$ cat src/rtl/sgw_pkg.sv
`timescale 1ns/1ps
package sgw_pkg;
  localparam int DESC_BYTES = 8;
  localparam int DESC_W     = DESC_BYTES * 8;
  localparam int BUF_AW     = 32;
  localparam int LEN_W      = 16;
  localparam int LEN_LSB    = 16;
  localparam int ADDR_LSB   = 32;
  localparam int FLAG_VALID = 0;
  localparam int FLAG_LAST  = 1;
  localparam int FLAG_XFER  = 5;

  typedef struct packed {
    logic [BUF_AW-1:0] addr;
    logic [LEN_W-1:0]  len;
    logic              valid;
    logic              last;
    logic              xfer;
  } desc_t;

  typedef enum logic [2:0] {
    ST_IDLE, ST_LAUNCH, ST_FETCH, ST_WAIT, ST_DECODE, ST_ISSUE, ST_DONE
  } walk_st_e;
endpackage

$ cat src/rtl/sgw_desc_decode.sv
`timescale 1ns/1ps
module sgw_desc_decode
  import sgw_pkg::*;
#(
  parameter int ALIGN_BYTES = 4
) (
  input  logic [DESC_W-1:0] raw,
  output desc_t             fld,
  output logic              bad
);
  localparam int AL_BITS = $clog2(ALIGN_BYTES);

  logic [LEN_W-1:0] len_w;
  logic             misal;
  logic             unused_bits;

  assign len_w = raw[LEN_LSB +: LEN_W];

  generate
    if (AL_BITS > 0) begin : g_align
      assign misal = |len_w[AL_BITS-1:0];
    end else begin : g_noalign
      assign misal = 1'b0;
    end
  endgenerate

  always_comb begin
    fld.addr  = raw[ADDR_LSB +: BUF_AW];
    fld.len   = len_w;
    fld.valid = raw[FLAG_VALID];
    fld.last  = raw[FLAG_LAST];
    fld.xfer  = raw[FLAG_XFER];
    bad       = !raw[FLAG_VALID] || (raw[FLAG_XFER] && ((len_w == '0) || misal));
  end

  // reserved byte and spare flag bits are not decoded
  assign unused_bits = ^{raw[15:8], raw[7:6], raw[4:2]};
endmodule

$ cat src/rtl/sgw_ptr_regs.sv
`timescale 1ns/1ps
module sgw_ptr_regs #(
  parameter int WORD_W = 32,
  localparam int PTR_W = 2 * WORD_W
) (
  input  logic              clk,
  input  logic              rst_n,
  input  logic              rx_mode,
  input  logic              ptr_hi_wr,
  input  logic              ptr_lo_wr,
  input  logic              en_wr,
  input  logic [WORD_W-1:0] wr_data,
  input  logic              busy,
  input  logic              walk_end,
  output logic              start,
  output logic [PTR_W-1:0]  start_ptr,
  output logic              stop_req
);
  logic [WORD_W-1:0] hi_q, lo_q;
  logic              en_q;

  always_ff @(posedge clk) begin
    if (!rst_n) begin
      hi_q <= '0;
      lo_q <= '0;
      en_q <= 1'b0;
    end else begin
      if (ptr_hi_wr && !busy) hi_q <= wr_data;
      if (ptr_lo_wr && !busy) lo_q <= wr_data;
      if (walk_end)                en_q <= 1'b0;
      else if (en_wr && rx_mode)   en_q <= wr_data[0];
    end
  end

  // transmit launches on the low-pointer write (new value bypassed),
  // receive launches on an enable write of 1
  always_comb begin
    start     = !busy && (rx_mode ? (en_wr && wr_data[0]) : ptr_lo_wr);
    start_ptr = {hi_q, (rx_mode ? lo_q : wr_data)};
    stop_req  = rx_mode && !en_q;
  end
endmodule

$ cat src/rtl/sgw_walk_seq.sv
`timescale 1ns/1ps
module sgw_walk_seq
  import sgw_pkg::*;
#(
  parameter int PTR_W       = 64,
  parameter int ALIGN_BYTES = 4
) (
  input  logic              clk,
  input  logic              rst_n,
  input  logic              start,
  input  logic [PTR_W-1:0]  start_ptr,
  input  logic              stop_req,
  output logic              dreq_valid,
  input  logic              dreq_ready,
  output logic [PTR_W-1:0]  dreq_addr,
  input  logic              drsp_valid,
  output logic              drsp_ready,
  input  logic [DESC_W-1:0] drsp_data,
  output logic              mv_valid,
  input  logic              mv_ready,
  output logic [BUF_AW-1:0] mv_addr,
  output logic [LEN_W-1:0]  mv_len,
  output logic              busy,
  output logic              done,
  output logic              err
);
  localparam logic [PTR_W-1:0] STEP = PTR_W'(DESC_BYTES);

  walk_st_e          st_q, st_d;
  logic [PTR_W-1:0]  cur_q;
  logic [DESC_W-1:0] desc_q;
  logic              err_q;
  logic              advance;
  desc_t             fld;
  logic              bad;

  sgw_desc_decode #(.ALIGN_BYTES(ALIGN_BYTES)) u_dec (
    .raw (desc_q),
    .fld (fld),
    .bad (bad)
  );

  always_comb begin
    st_d    = st_q;
    advance = 1'b0;
    case (st_q)
      ST_IDLE:   if (start) st_d = ST_LAUNCH;
      ST_LAUNCH: st_d = stop_req ? ST_DONE : ST_FETCH;
      ST_FETCH:  if (dreq_ready) st_d = ST_WAIT;
      ST_WAIT:   if (drsp_valid) st_d = ST_DECODE;
      ST_DECODE: begin
        if (bad)            st_d = ST_DONE;
        else if (fld.xfer)  st_d = ST_ISSUE;
        else if (fld.last)  st_d = ST_DONE;
        else begin
          st_d    = ST_LAUNCH;
          advance = 1'b1;
        end
      end
      ST_ISSUE: begin
        if (mv_ready) begin
          if (fld.last) st_d = ST_DONE;
          else begin
            st_d    = ST_LAUNCH;
            advance = 1'b1;
          end
        end
      end
      ST_DONE:   st_d = ST_IDLE;
      default:   st_d = ST_IDLE;
    endcase
  end

  always_ff @(posedge clk) begin
    if (!rst_n) begin
      st_q   <= ST_IDLE;
      cur_q  <= '0;
      desc_q <= '0;
      err_q  <= 1'b0;
    end else begin
      st_q <= st_d;
      if (st_q == ST_IDLE && start) begin
        cur_q <= start_ptr;
        err_q <= 1'b0;
      end else if (advance) begin
        cur_q <= cur_q + STEP;
      end
      if (st_q == ST_WAIT && drsp_valid) desc_q <= drsp_data;
      if (st_q == ST_DECODE && bad)      err_q  <= 1'b1;
    end
  end

  always_comb begin
    dreq_valid = (st_q == ST_FETCH);
    dreq_addr  = cur_q;
    drsp_ready = (st_q == ST_WAIT);
    mv_valid   = (st_q == ST_ISSUE);
    mv_addr    = fld.addr;
    mv_len     = fld.len;
    busy       = (st_q != ST_IDLE);
    done       = (st_q == ST_DONE);
    err        = err_q;
  end

  // stalled streams hold valid and payload
  p_fetch_hold_r10: assert property (@(posedge clk) disable iff (!rst_n)
    dreq_valid && !dreq_ready |=> dreq_valid && $stable(dreq_addr));
  p_burst_hold_r10: assert property (@(posedge clk) disable iff (!rst_n)
    mv_valid && !mv_ready |=> mv_valid && $stable(mv_addr) && $stable(mv_len));
  // done is a single-cycle pulse that ends the walk
  p_done_pulse_r3: assert property (@(posedge clk) disable iff (!rst_n)
    done |=> !done && !busy);
  // every burst length is legal
  p_burst_len_r5: assert property (@(posedge clk) disable iff (!rst_n)
    mv_valid |-> (mv_len != '0) && ((mv_len % LEN_W'(ALIGN_BYTES)) == '0));
  // no burst is issued once an error is flagged, and err rises only at the end
  p_clean_burst_r4: assert property (@(posedge clk) disable iff (!rst_n)
    mv_valid |-> !err);
  p_err_at_end_r4: assert property (@(posedge clk) disable iff (!rst_n)
    $rose(err) |-> done);
  // busy rises only after an accepted start
  p_busy_start_r9: assert property (@(posedge clk) disable iff (!rst_n)
    $rose(busy) |-> $past(start));
endmodule

$ cat src/rtl/sg_chain_walker.sv
`timescale 1ns/1ps
module sg_chain_walker
  import sgw_pkg::*;
#(
  parameter int WORD_W      = 32,
  parameter int ALIGN_BYTES = 4,
  localparam int PTR_W      = 2 * WORD_W
) (
  input  logic              clk,
  input  logic              rst_n,
  input  logic              rx_mode,
  input  logic              ptr_hi_wr,
  input  logic              ptr_lo_wr,
  input  logic              en_wr,
  input  logic [WORD_W-1:0] wr_data,
  output logic              dreq_valid,
  input  logic              dreq_ready,
  output logic [PTR_W-1:0]  dreq_addr,
  input  logic              drsp_valid,
  output logic              drsp_ready,
  input  logic [DESC_W-1:0] drsp_data,
  output logic              mv_valid,
  input  logic              mv_ready,
  output logic [BUF_AW-1:0] mv_addr,
  output logic [LEN_W-1:0]  mv_len,
  output logic              busy,
  output logic              done,
  output logic              err
);
  logic             start;
  logic [PTR_W-1:0] start_ptr;
  logic             stop_req;

  sgw_ptr_regs #(.WORD_W(WORD_W)) u_regs (
    .clk       (clk),
    .rst_n     (rst_n),
    .rx_mode   (rx_mode),
    .ptr_hi_wr (ptr_hi_wr),
    .ptr_lo_wr (ptr_lo_wr),
    .en_wr     (en_wr),
    .wr_data   (wr_data),
    .busy      (busy),
    .walk_end  (done),
    .start     (start),
    .start_ptr (start_ptr),
    .stop_req  (stop_req)
  );

  sgw_walk_seq #(.PTR_W(PTR_W), .ALIGN_BYTES(ALIGN_BYTES)) u_seq (
    .clk        (clk),
    .rst_n      (rst_n),
    .start      (start),
    .start_ptr  (start_ptr),
    .stop_req   (stop_req),
    .dreq_valid (dreq_valid),
    .dreq_ready (dreq_ready),
    .dreq_addr  (dreq_addr),
    .drsp_valid (drsp_valid),
    .drsp_ready (drsp_ready),
    .drsp_data  (drsp_data),
    .mv_valid   (mv_valid),
    .mv_ready   (mv_ready),
    .mv_addr    (mv_addr),
    .mv_len     (mv_len),
    .busy       (busy),
    .done       (done),
    .err        (err)
  );
endmodule

$ cat config.mk
export PLATFORM = sky130hd
export DESIGN_NAME = sg_chain_walker
export DESIGN_NICKNAME = d
export VERILOG_FILES = /design/src/rtl/sgw_pkg.sv /design/src/rtl/sgw_desc_decode.sv /design/src/rtl/sgw_ptr_regs.sv /design/src/rtl/sgw_walk_seq.sv /design/src/rtl/sg_chain_walker.sv
export SDC_FILE = /design/constraint.sdc
export NUM_CORES = 1
export LEC_CHECK = 0
export BUFFER_PORTS_ARGS = -buffer_cell sky130_fd_sc_hd__buf_2
export CAP_MARGIN = 20
export CORE_MARGIN = 3
export CORE_UTILIZATION = 48
export DETAILED_ROUTE_END_ITERATION = 10
export PLACE_DENSITY = 0.73
export SYNTH_ARGS = -nofsm -noshare
export SYNTH_HDL_FRONTEND = slang
export SYNTH_SLANG_ARGS = --single-unit
$ cat constraint.sdc
create_clock -name clk -period 1.9 [get_ports clk]
set_input_delay 0 -clock clk [delete_from_list [all_inputs] [get_ports clk]]
set_output_delay 0 -clock clk [all_outputs]
set_load 0.02 [all_outputs]
==> results.cfg <==
[route]
routed_via_density = 5.84
ant_nets = 0
drt_iter0_markers = 975
first_pass_iters = 5
drc_errors = 0
dr_total_vias = 10100
wire_per_inst_um = 18.7
finalWirelength_mm = 32.3

[power_and_ir_drop]
power.density_mw_per_mm2 = 891
power.internal_mw = 7.59
switchingPower_mw = 4.05
seq_power_share_pct = 39.6
p_comb_share_pct = 28.7
p_leak_nw = 5.56
clkPwrFrac_pct = 31.7
peakVddDrop_v = 0.000784
switching_share_pct = 34.8

[logic_synthesis]
synth_mux_area_share_pct = 4.13
synth_top_family_by_area = simple AND/OR/NAND/NOR gates
synthFlopType = dfxtp_1
synthesis.area_mm2 = 0.00881
synthXorXnorAreaFrac_pct = 1.79
synth_top_area_share_pct = 41.8
yosysTopAreaCell = dfxtp_1
ys_seq_area_share_pct = 41.8
synth_simple_gate_area_share_pct = 25.2
ys_ff_latch = 184
synth_area_leaders = dfxtp_1, nand2_1, a21oi_1, buf_4, mux2_2
ys_warn_count = 0
synthAdderAreaFrac_pct = 0.142
syn_inst = 1127
async_flop_share_pct = 0
synth_edf_count = 0
synth_most_common_cell = nand2_1
synth-compound-area-share_pct = 18.5
synth_cell_type_count = 64
syn_nets = 1233
syn_area_per_cell_um2 = 7.81
synthTopCellsByCount = nand2_1, dfxtp_1, a21oi_1, clkbuf_1, buf_4

[worst_setup_path]
ff2ff_path_depth = 7
end_kind = flip-flop
timing.critical_path.to = u_seq.dreq_addr[60]$_SDFFE_PN0P_
worstReg2RegStart = u_seq.dreq_addr[11]$_SDFFE_PN0P_
cp-startpoint = u_seq.dreq_addr[11]$_SDFFE_PN0P_
crit_fanout = 4
r2r_setup_slack_ps = -130
worstSetupPathType = flip-flop to flip-flop
r2r-end = u_seq.dreq_addr[60]$_SDFFE_PN0P_
critPathArrivalTime_ps = 2400
start_kind = flip-flop
cp.required_ps = 2270

[clocking]
clk_path_buf_depth = 2
cts_inserted_buffers = 17
cts_sinks = 184
cts_tree = yes
clk_pin_slew_worst_paths_ps = 80
insertion_delay_ps = 440
root_buffer = clkbuf_16
htree_levels = 4

[placement]
place_inst = 1578
globalplace.congestion = 0.925
hpwl_mm = 19.9
place_ws_ps = -182
portBuffers = 209

[final_layout]
drive_gt1_share_pct = 37.1
postLayoutCoreUtil_pct = 74.2
area_delta_synth_final_pct = 48.3
stdcell_count = 1726
nets = 1591

[timing]
worst_pin_slew_ps = 644
slew_headroom_pct = 57.0
hold_violations = 0
setup_ws_ps = -128
fmax_ghz = 0.493
skew_ps = 11.6
hold_ws_ps = 39.4
rsz0062_at_grt = true
fin_crit_sh_pct = 107
setup_violations = 13
drv_slew = 0
finalCriticalPeriod_ps = 2030
setup_tns_ps = -451

[outcome]
violations = setup timing
outcome = complete, but fails checks

[floorplan]
initial_core_util_pct = 50.0
num_rows = 48
die-area_mm2 = 0.0200
die_height_um = 141
fp.dieW_um = 141
coreArea_mm2 = 0.0176
io_pins = 223

[job]
max-cap-violations = 0

[hold_path]
hp-class = input port to flip-flop

[global_route]
grt_usage_pct = 29.1
grt_max_degree = 52
gr-total-overflow = 0
grt_pass1_vias = 9194
grt_antenna_before_repair = 3
grt_pass1_wl_mm = 47.3
[area by class of cell]
| class | count | area, um^2 |
|---|---|---|
| repair buffers | 460 | 3420 |
| diodes | 3 | 7.51 |
| well taps | 225 | 282 |
| fillers | 1221 | 4530 |
| multi-input cells | 808 | 4900 |
| clock inverters | 15 | 178 |
| clock buffers | 17 | 425 |
| inverters | 14 | 55.1 |
| flip-flops and latches | 184 | 3800 |
[cells in the final DEF (no fill, tap or decap), types with 19 or more instances in the layout]
cell type and count:
a21oi_1 149, buf_2 209, buf_4 132, clkbuf_16 19, dfxtp_1 136, dfxtp_2 27
dfxtp_4 21, dlygate4sd3_1 86, nand2_1 285, nand3_1 26, nand4_1 23, nor2_1 28
o21ai_0 28
[power by group through the flow]
stage	clock [mW]	combinational [mW]	sequential (mW)
final	3.69	3.34	4.61
after global routing	3.84	3.57	4.65
after CTS	3.69	3.10	4.58
after detailed placement	0	2.90	4.65
after global placement	0	2.86	4.63
after floorplan	0	1.40	4.90
[layer usage]
metal  global-route usage, %  share of wire, %
met5                       0                 0
met4                    11.8               4.0
met3                    6.30               9.3
met2                    46.9                47
met1                    38.2                40
[per-stage QoR]
stage          instance area [um^2]  power [mW]
5_1_grt                       13100        12.1
3_5_place_dp                  10800        7.55
6_report                      13100        11.6
2_1_floorplan                  8970        6.30
3_3_place_gp                  10800        7.50
4_1_cts                       12500        11.4
[registers in the layout, indices dropped and copies added (netlist names)]
register,cells
u_regs.en_q,1
u_regs.hi_q,32
u_regs.lo_q,32
u_seq.desc_q,51
u_seq.dreq_addr,64
u_seq.err,1
u_seq.st_q,3
[how the worst min path moves through the flow]
stage / startpoint / endpoint / slack, ps / depth (start not counted)
floorplan: wr_data[18] / u_regs.hi_q[18]$_SDFFE_PN0P_ / 140 / 2
global placement: drsp_data[44] / u_seq.desc_q[44]$_SDFFE_PN0P_ / 240 / 3
detailed placement: drsp_data[41] / u_seq.desc_q[41]$_SDFFE_PN0P_ / 250 / 3
CTS: drsp_valid / u_seq.st_q[1]$_SDFFE_PN0P_ / 20 / 5
global route: rx_mode / u_regs.en_q$_SDFFE_PP0P_ / 50 / 3
finish: drsp_valid / u_seq.st_q[1]$_SDFFE_PN0P_ / 40 / 5
[critical path, stage by stage, from the launching register on]
cell and delay, ps:
dfxtp_2 340, buf_6 100, nand4_1 220, nor2_2 220, nand4_1 210, nor4_1 370, mux2_2 390, a21oi_2 100
[cells by family (layout without fill, tap and decap cells)]
| family | after synthesis | after routing |
|---|---|---|
| muxes | 34 | 34 |
| xor gates and xnor gates | 18 | 18 |
| and+or+nand+nor | 479 | 479 |
| adders and majority gates | 1 | 1 |
| DFF | 184 | 184 |
| buffers and inverters | 135 | 506 |
| AOI/OAI and AO/OA | 276 | 276 |
| other | 0 | 3 |
[repair_timing]
action / in CTS / in global routing
hold endpoints to repair: 124 / 0
cloned: 0 / 2
endpoints found under the setup margin: 39 / 59
hold buffers: 86 / 0
pin swaps: 24 / 49
setup buffers: 4 / 21
gates resized for setup: 38 / 75
Note: power is estimated with default switching activity, not from simulation.
